--- config.mk ---
export PLATFORM = sky130hd
export DESIGN_NAME = serial_rx_tagged
export DESIGN_NICKNAME = d
export VERILOG_FILES = /design/src/rtl/srx_pkg.sv /design/src/rtl/srx_tick.sv /design/src/rtl/srx_frame.sv /design/src/rtl/srx_fifo.sv /design/src/rtl/serial_rx_tagged.sv
export SDC_FILE = /design/constraint.sdc
export NUM_CORES = 1
export LEC_CHECK = 0
export BUFFER_PORTS_ARGS = -buffer_cell sky130_fd_sc_hd__buf_2
export CORE_MARGIN = 2
export CORE_UTILIZATION = 40
export CTS_CLUSTER_SIZE = 20
export DETAILED_ROUTE_END_ITERATION = 7
export HOLD_SLACK_MARGIN = 0.15
export SLEW_MARGIN = 10
export SYNTH_ARGS = -nofsm -noshare
export SYNTH_HDL_FRONTEND = slang
export SYNTH_SLANG_ARGS = --single-unit
--- constraint.sdc ---
create_clock -name clk -period 2.4 [get_ports clk]
set_input_delay 0.24 -clock clk [delete_from_list [all_inputs] [get_ports clk]]
set_output_delay 0.24 -clock clk [all_outputs]
set_load 0.005 [all_outputs]
--- src/rtl/srx_pkg.sv ---
package srx_pkg;

  localparam int DATA_MAX  = 9;
  localparam int MIN_BITS  = 5;
  localparam int WORD_W    = 16;
  localparam int PERR_POS  = 14;
  localparam int FERR_POS  = 15;

  typedef enum logic [1:0] {
    PAR_NONE = 2'b00,
    PAR_RSVD = 2'b01,
    PAR_EVEN = 2'b10,
    PAR_ODD  = 2'b11
  } par_sel_e;

  typedef enum logic [2:0] {
    ST_IDLE,
    ST_START,
    ST_DATA,
    ST_PAR,
    ST_STOP,
    ST_STOP2,
    ST_HOLD
  } rx_state_e;

  typedef struct packed {
    logic                ferr;
    logic                perr;
    logic [DATA_MAX-1:0] data;
  } rx_entry_t;

  function automatic logic [WORD_W-1:0] pack_word(input rx_entry_t e);
    logic [WORD_W-1:0] w;
    w = '0;
    w[DATA_MAX-1:0] = e.data;
    w[PERR_POS]     = e.perr;
    w[FERR_POS]     = e.ferr;
    return w;
  endfunction

endpackage

--- src/rtl/srx_tick.sv ---
module srx_tick #(
  parameter int DIV_W = 16
) (
  input  logic             clk,
  input  logic             rst_n,
  input  logic             run_i,
  input  logic [DIV_W-1:0] div_i,
  output logic             tick_o
);

  logic [DIV_W-1:0] cnt_q;

  assign tick_o = run_i && (cnt_q == '0);

  always_ff @(posedge clk or negedge rst_n) begin
    if (!rst_n) begin
      cnt_q <= '0;
    end else if (!run_i) begin
      cnt_q <= '0;
    end else if (cnt_q == '0) begin
      cnt_q <= div_i;
    end else begin
      cnt_q <= cnt_q - 1'b1;
    end
  end

  // with a non-zero divisor, oversample ticks never come back to back
  a_r10_tick_gap: assert property (@(posedge clk) disable iff (!rst_n)
    (tick_o && div_i != '0) |=> !tick_o);

endmodule

--- src/rtl/srx_frame.sv ---
module srx_frame
  import srx_pkg::*;
#(
  parameter int OSR = 16
) (
  input  logic      clk,
  input  logic      rst_n,
  input  logic      tick_i,
  input  logic      rx_i,
  input  logic      enabled_i,
  input  logic      flush_i,
  input  logic [3:0] char_len_i,
  input  logic [1:0] parity_sel_i,
  input  logic      two_stop_i,
  output logic      push_o,
  output rx_entry_t entry_o
);

  localparam int CNT_W = $clog2(OSR);
  localparam int HALF  = OSR / 2;
  localparam int LEN_W = 4;

  rx_state_e           st_q;
  logic [CNT_W-1:0]    cnt_q;
  logic [LEN_W-1:0]    bitn_q;
  logic [DATA_MAX-1:0] sh_q;
  logic                par_acc_q;
  logic                perr_q;
  logic [LEN_W-1:0]    len_eff;
  logic [DATA_MAX-1:0] aligned;
  logic                at_mid;
  logic                par_on;
  logic                par_odd;

  always_comb begin
    if (char_len_i < LEN_W'(MIN_BITS))      len_eff = LEN_W'(MIN_BITS);
    else if (char_len_i > LEN_W'(DATA_MAX)) len_eff = LEN_W'(DATA_MAX);
    else                                    len_eff = char_len_i;
  end

  assign aligned = sh_q >> (LEN_W'(DATA_MAX) - len_eff);
  assign at_mid  = (cnt_q == CNT_W'(OSR - 1));
  assign par_on  = parity_sel_i[1];
  assign par_odd = (parity_sel_i == PAR_ODD);

  always_ff @(posedge clk or negedge rst_n) begin
    if (!rst_n) begin
      st_q      <= ST_IDLE;
      cnt_q     <= '0;
      bitn_q    <= '0;
      sh_q      <= '0;
      par_acc_q <= 1'b0;
      perr_q    <= 1'b0;
      push_o    <= 1'b0;
      entry_o   <= '0;
    end else begin
      push_o <= 1'b0;
      if (flush_i) begin
        st_q   <= ST_IDLE;
        cnt_q  <= '0;
        bitn_q <= '0;
      end else if (enabled_i && tick_i) begin
        unique case (st_q)
          ST_IDLE: begin
            if (!rx_i) begin
              st_q  <= ST_START;
              cnt_q <= CNT_W'(1);
            end
          end
          ST_START: begin
            if (cnt_q == CNT_W'(HALF - 1)) begin
              if (!rx_i) begin
                st_q      <= ST_DATA;
                cnt_q     <= '0;
                bitn_q    <= '0;
                sh_q      <= '0;
                par_acc_q <= 1'b0;
                perr_q    <= 1'b0;
              end else begin
                st_q <= ST_IDLE;
              end
            end else begin
              cnt_q <= cnt_q + 1'b1;
            end
          end
          ST_DATA: begin
            if (at_mid) begin
              cnt_q     <= '0;
              sh_q      <= {rx_i, sh_q[DATA_MAX-1:1]};
              par_acc_q <= par_acc_q ^ rx_i;
              bitn_q    <= bitn_q + 1'b1;
              if (bitn_q == len_eff - 1'b1) st_q <= par_on ? ST_PAR : ST_STOP;
            end else begin
              cnt_q <= cnt_q + 1'b1;
            end
          end
          ST_PAR: begin
            if (at_mid) begin
              cnt_q  <= '0;
              perr_q <= (rx_i != (par_acc_q ^ par_odd));
              st_q   <= ST_STOP;
            end else begin
              cnt_q <= cnt_q + 1'b1;
            end
          end
          ST_STOP: begin
            if (at_mid) begin
              cnt_q         <= '0;
              push_o        <= 1'b1;
              entry_o.data  <= aligned;
              entry_o.perr  <= perr_q;
              entry_o.ferr  <= !rx_i;
              if (!rx_i)           st_q <= ST_HOLD;
              else if (two_stop_i) st_q <= ST_STOP2;
              else                 st_q <= ST_IDLE;
            end else begin
              cnt_q <= cnt_q + 1'b1;
            end
          end
          ST_STOP2: begin
            if (at_mid) begin
              cnt_q <= '0;
              st_q  <= ST_HOLD;
            end else begin
              cnt_q <= cnt_q + 1'b1;
            end
          end
          ST_HOLD: begin
            if (rx_i) st_q <= ST_IDLE;
          end
          default: st_q <= ST_IDLE;
        endcase
      end
    end
  end

  // a disable strobe leaves the frame engine idle on the next cycle
  a_r9_flush_idle: assert property (@(posedge clk) disable iff (!rst_n)
    $past(flush_i) |-> st_q == ST_IDLE);

  // one frame yields at most one character, never two adjacent pushes
  a_r3_single_push: assert property (@(posedge clk) disable iff (!rst_n)
    push_o |=> !push_o);

  // after a framing error the engine waits for the line to return high
  a_r6_hold_after_ferr: assert property (@(posedge clk) disable iff (!rst_n)
    (push_o && entry_o.ferr) |-> st_q == ST_HOLD);

endmodule

--- src/rtl/srx_fifo.sv ---
module srx_fifo
  import srx_pkg::*;
#(
  parameter int DEPTH = 2
) (
  input  logic      clk,
  input  logic      rst_n,
  input  logic      push_i,
  input  rx_entry_t din_i,
  input  logic      pop_i,
  output rx_entry_t head_o,
  output logic      valid_o,
  output logic      overflow_o
);

  localparam int PTR_W = (DEPTH > 1) ? $clog2(DEPTH) : 1;
  localparam int CNT_W = $clog2(DEPTH + 1);

  rx_entry_t        mem_q [DEPTH];
  logic [PTR_W-1:0] rd_q, wr_q;
  logic [CNT_W-1:0] cnt_q;
  logic             full;
  logic             do_wr;
  logic             do_rd;

  assign full    = (cnt_q == CNT_W'(DEPTH));
  assign valid_o = (cnt_q != '0);
  assign do_rd   = pop_i && valid_o;
  assign do_wr   = push_i && (!full || do_rd);
  assign head_o  = mem_q[rd_q];

  function automatic logic [PTR_W-1:0] nxt(input logic [PTR_W-1:0] p);
    return (p == PTR_W'(DEPTH - 1)) ? '0 : p + 1'b1;
  endfunction

  always_ff @(posedge clk) begin
    if (do_wr) mem_q[wr_q] <= din_i;
  end

  always_ff @(posedge clk or negedge rst_n) begin
    if (!rst_n) begin
      rd_q       <= '0;
      wr_q       <= '0;
      cnt_q      <= '0;
      overflow_o <= 1'b0;
    end else begin
      overflow_o <= push_i && full && !do_rd;
      if (do_wr) wr_q <= nxt(wr_q);
      if (do_rd) rd_q <= nxt(rd_q);
      case ({do_wr, do_rd})
        2'b10:   cnt_q <= cnt_q + 1'b1;
        2'b01:   cnt_q <= cnt_q - 1'b1;
        default: cnt_q <= cnt_q;
      endcase
    end
  end

  // an overflow pulse only follows a drop while the buffer is full
  a_r8_ovf_full: assert property (@(posedge clk) disable iff (!rst_n)
    overflow_o |-> cnt_q == CNT_W'(DEPTH));

  // the head word holds still until it is taken
  a_r7_head_stable: assert property (@(posedge clk) disable iff (!rst_n)
    (valid_o && !pop_i) |=> (valid_o && $stable(head_o)));

  // occupancy never exceeds the buffer depth
  a_r7_cnt_bound: assert property (@(posedge clk) disable iff (!rst_n)
    cnt_q <= CNT_W'(DEPTH));

endmodule

--- src/rtl/serial_rx_tagged.sv ---
module serial_rx_tagged
  import srx_pkg::*;
#(
  parameter int DIV_W       = 16,
  parameter int DEPTH       = 2,
  parameter int OSR         = 16,
  parameter int SYNC_STAGES = 2
) (
  input  logic             clk,
  input  logic             rst_n,
  input  logic             rx_i,
  input  logic             rx_en_i,
  input  logic             rx_dis_i,
  input  logic [3:0]       char_len_i,
  input  logic [1:0]       parity_sel_i,
  input  logic             two_stop_i,
  input  logic [DIV_W-1:0] div_i,
  output logic [15:0]      rx_word_o,
  output logic             rx_valid_o,
  input  logic             rx_ready_i,
  output logic             overflow_o
);

  logic [SYNC_STAGES-1:0] sync_q;
  logic                   rx_s;
  logic                   en_q;
  logic                   tick;
  logic                   push;
  rx_entry_t              entry;
  rx_entry_t              head;

  always_ff @(posedge clk or negedge rst_n) begin
    if (!rst_n) sync_q <= '1;
    else        sync_q <= {sync_q[SYNC_STAGES-2:0], rx_i};
  end
  assign rx_s = sync_q[SYNC_STAGES-1];

  always_ff @(posedge clk or negedge rst_n) begin
    if (!rst_n)       en_q <= 1'b0;
    else if (rx_dis_i) en_q <= 1'b0;
    else if (rx_en_i)  en_q <= 1'b1;
  end

  srx_tick #(.DIV_W(DIV_W)) u_tick (
    .clk    (clk),
    .rst_n  (rst_n),
    .run_i  (en_q),
    .div_i  (div_i),
    .tick_o (tick)
  );

  srx_frame #(.OSR(OSR)) u_frame (
    .clk          (clk),
    .rst_n        (rst_n),
    .tick_i       (tick),
    .rx_i         (rx_s),
    .enabled_i    (en_q),
    .flush_i      (rx_dis_i),
    .char_len_i   (char_len_i),
    .parity_sel_i (parity_sel_i),
    .two_stop_i   (two_stop_i),
    .push_o       (push),
    .entry_o      (entry)
  );

  srx_fifo #(.DEPTH(DEPTH)) u_fifo (
    .clk        (clk),
    .rst_n      (rst_n),
    .push_i     (push),
    .din_i      (entry),
    .pop_i      (rx_ready_i),
    .head_o     (head),
    .valid_o    (rx_valid_o),
    .overflow_o (overflow_o)
  );

  assign rx_word_o = pack_word(head);

  // reserved word bits stay zero whenever a word is presented
  a_r1_reserved_zero: assert property (@(posedge clk) disable iff (!rst_n)
    rx_valid_o |-> rx_word_o[13:9] == 5'd0);

  // while disabled no new character can enter the buffer
  a_r9_no_push_disabled: assert property (@(posedge clk) disable iff (!rst_n)
    (!en_q && !$past(en_q)) |-> !push);

endmodule

==> results.py <==
metrics = {
    "logic_synthesis": {
        "syn_area_per_cell_um2": 10.6,
        "ys_seq_area_share_pct": 48.6,
        "synth_fa_ha_area_share_pct": 2.24,
        "synth_edf_count": 22,
        "synth_top_area_cell": "dfrtp_1",
        "syn_inst": 411,
        "synth-seq-cells": 80,
        "yosys-top-cells-area": "dfrtp_1 32%, edfxtp_1 15%, mux2_2 3.9%",
        "synth_commonest_cells": "56 x dfrtp_1, 41 x nor2_1, 25 x nand2_1",
        "syn_area_um2": 4350,
        "synth_top_family_by_area": "simple AND/OR/NAND/NOR gates",
        "yosys_most_used_dff": "dfrtp_1",
        "yosysUniqueCellTypes": 67,
        "synth_mux_area_share_pct": 7.16,
        "synth-simple-area-share_pct": 16.4,
        "async_reset_ff_share_pct": 72.5,
        "yosysMostFrequentCell": "dfrtp_1",
        "yosysWarnings": 0,
        "synth-xor-area-share_pct": 5.34,
        "synth-compound-area-share_pct": 16.0,
        "netlist.area_leader.share_pct": 32.2,
    },
    "power": {
        "pwr-share-clk_pct": 29.4,
        "pwr-share-comb_pct": 27.7,
        "p_per_area_nw_per_um2": 719,
        "finalPower_uw": 3640,
        "pwr-share-seq_pct": 42.8,
        "ir_drop_v": 0.000432,
        "internal-power_uw": 2430,
        "p_switching_uw": 1210,
        "p_leak_uw": 0.00222,
        "swShare_pct": 33.2,
    },
    "clocking": {
        "clkSinkCount": 80,
        "clk_path_buf_depth": 2,
        "tritoncts": "done",
        "clk_latency_ps": 350,
        "clkTransAtPathRegs_ps": 100,
        "root_buffer": "clkbuf_8",
        "cts_buffers": 9,
        "htreeDepth": 3,
    },
    "floorplan": {
        "core-area_um2": 10700,
        "io_pins": 47,
        "die_w_um": 108,
        "core.rowCount": 38,
        "die_h_um": 108,
        "initial_utilization_pct": 40.5,
        "design.die.area_um2": 11700,
    },
    "routing": {
        "ant_nets": 0,
        "wl_per_cell_um": 15.2,
        "drc": 0,
        "drtIter0Drc": 185,
        "avgViaCountPerCell": 5.48,
        "num_vias": 3351,
        "wirelength_mm": 9.28,
        "drt-pass1-iter-count": 5,
    },
    "layout": {
        "drive_above_1_share_pct": 24.2,
        "fillerInstances": 1035,
        "area_growth_pct": 16.3,
        "fin_nets": 502,
    },
    "sta": {
        "fin_crit_sh_pct": 95.9,
        "drv_slew": 0,
        "setup_viol": 0,
        "holdWs_ps": 158,
        "hold_viol_final": 0,
        "max_freq_ghz": 0.435,
        "fin_tns_setup_ps": 0,
        "fin_ws_ps": 99.4,
        "period_minus_slack_ps": 2300,
        "finalClockSkew_ps": 17.1,
        "slew_headroom_pct": 37.6,
        "tightest_slew_ps": 933,
    },
    "global_route": {
        "antenna_found_initial": 1,
        "grt_use_total_pct": 16.8,
        "grt_max_degree": 35,
        "grt_pass1_wl_mm": 15.6,
        "grt_pass1_vias": 3299,
        "grt_overflow_total": 0,
    },
    "setup_path": {
        "worst_r2r_startpoint": "u_tick.cnt_q[7]",
        "worstPathRequired_ps": 2690,
        "worst_setup_path_start_kind": "flip-flop",
        "cp-startpoint": "u_tick.cnt_q[7]",
        "end_kind": "flip-flop",
        "criticalPathCategory": "reg -> reg",
        "cp.arrival_ps": 2590,
        "path_max_fanout": 5,
    },
    "worst_hold_path": {
        "min_path_type": "in -> reg",
        "holdCritStartpoint": "div_i[0]",
    },
    "run_status": {
        "outcome": "completed",
    },
    "place": {
        "dp_slack_ps": 36.3,
        "gp_congestion": 0.959,
        "port_buffers": 41,
        "hpwl_mm": 6.65,
    },
    "job": {
        "drv_cap": 0,
    },
}
==> path summary, 6_finish.rpt <==
check	cells past startpoint	endpoint	slack, ps
worst max-delay path	5	u_frame.bitn_q[3]	100
worst min-delay path	3	u_tick.cnt_q[0]	160
worst max register to register	5	u_frame.bitn_q[3]	100
worst min register to register	0	sync_q[1]	360
max in group asynchronous	3	u_frame.entry_o[10]	1190
min in group asynchronous	2	u_frame.perr_q	500
==> state kept, by name, summed over array words and instances, names as in the netlist, 2 cells and up <==
signal and cells:
sync_q 2, u_fifo.cnt_q 2, u_fifo.mem_q 22, u_frame.bitn_q 4, u_frame.cnt_q 4, u_frame.entry_o 11
u_frame.sh_q 9, u_frame.st_q 3, u_tick.cnt_q 16
==> power groups by stage <==
stage / combinational (uW) / sequential, uW / clock [uW]
2_1_floorplan: 725 / 1560 / 0
3_3_place_gp: 980 / 1580 / 0
3_5_place_dp: 985 / 1580 / 0
4_1_cts: 1000 / 1560 / 1090
5_1_grt: 1130 / 1570 / 1160
6_report: 1010 / 1560 / 1070
==> metal layers <==
metal  up-vias  part of all wire, %  GRT usage (%)
met2        91                   48           28.3
met3        17                  4.3           3.13
met4         0                  2.1           5.77
met5         -                    0              0
li1       1630                    -              -
met1      1613                   46           21.8
==> kinds of logic after synthesis <==
family / count (synthesis)
AOI/OAI and AO/OA: 95
xor gates and xnor gates: 25
adders and majority gates: 8
buffers and inverters: 42
DFF: 80
muxes: 28
other: 1
and+or+nand+nor: 132
==> placed cells by master, fill, tap and decap left out, types with 15 or more instances in the layout <==
cell type,instances
buf_4,22
edfxtp_1,22
nor2_1,40
inv_1,15
mux2_2,15
a211oi_1,15
dfrtp_1,56
o21ai_0,15
xnor2_1,19
buf_2,41
a21oi_1,15
nand2_1,25
==> worst max-delay path: stages (launching register included) <==
cell,delay [ps]
dfrtp_1,410
or4_1,620
nor4b_4,380
nand4_1,220
or4_1,540
nand2_1,70
==> per-stage QoR <==
stage          std cells  instance area, um2  utilization (%)
5_1_grt              611                5060             47.1
4_1_cts              610                5020             46.8
3_5_place_dp         591                4780             44.5
2_1_floorplan        415                4370                -
6_report             612                5060             47.1
3_3_place_gp         591                4780             44.5
==> final cells by class <==
cell class	instances	area (um2)	share of cell area, %
multi-input cells	293	2100	41.5
diodes	1	2.50	0.0494
clock inverters	7	85.1	1.68
well taps	140	175	3.46
flip-flops and latches	80	2110	41.8
clock buffers	9	124	2.45
inverters	16	60.1	1.19
repair buffers	66	400	7.91
==> repair_timing <==
item	4_1_cts	5_1_grt
endpoints found under the hold margin	32	0
setup buffers	0	1
endpoints found under the setup margin	0	20
gates resized for setup	0	6
hold buffers	3	0
No activity file was read; power rests on OpenSTA's default activity.
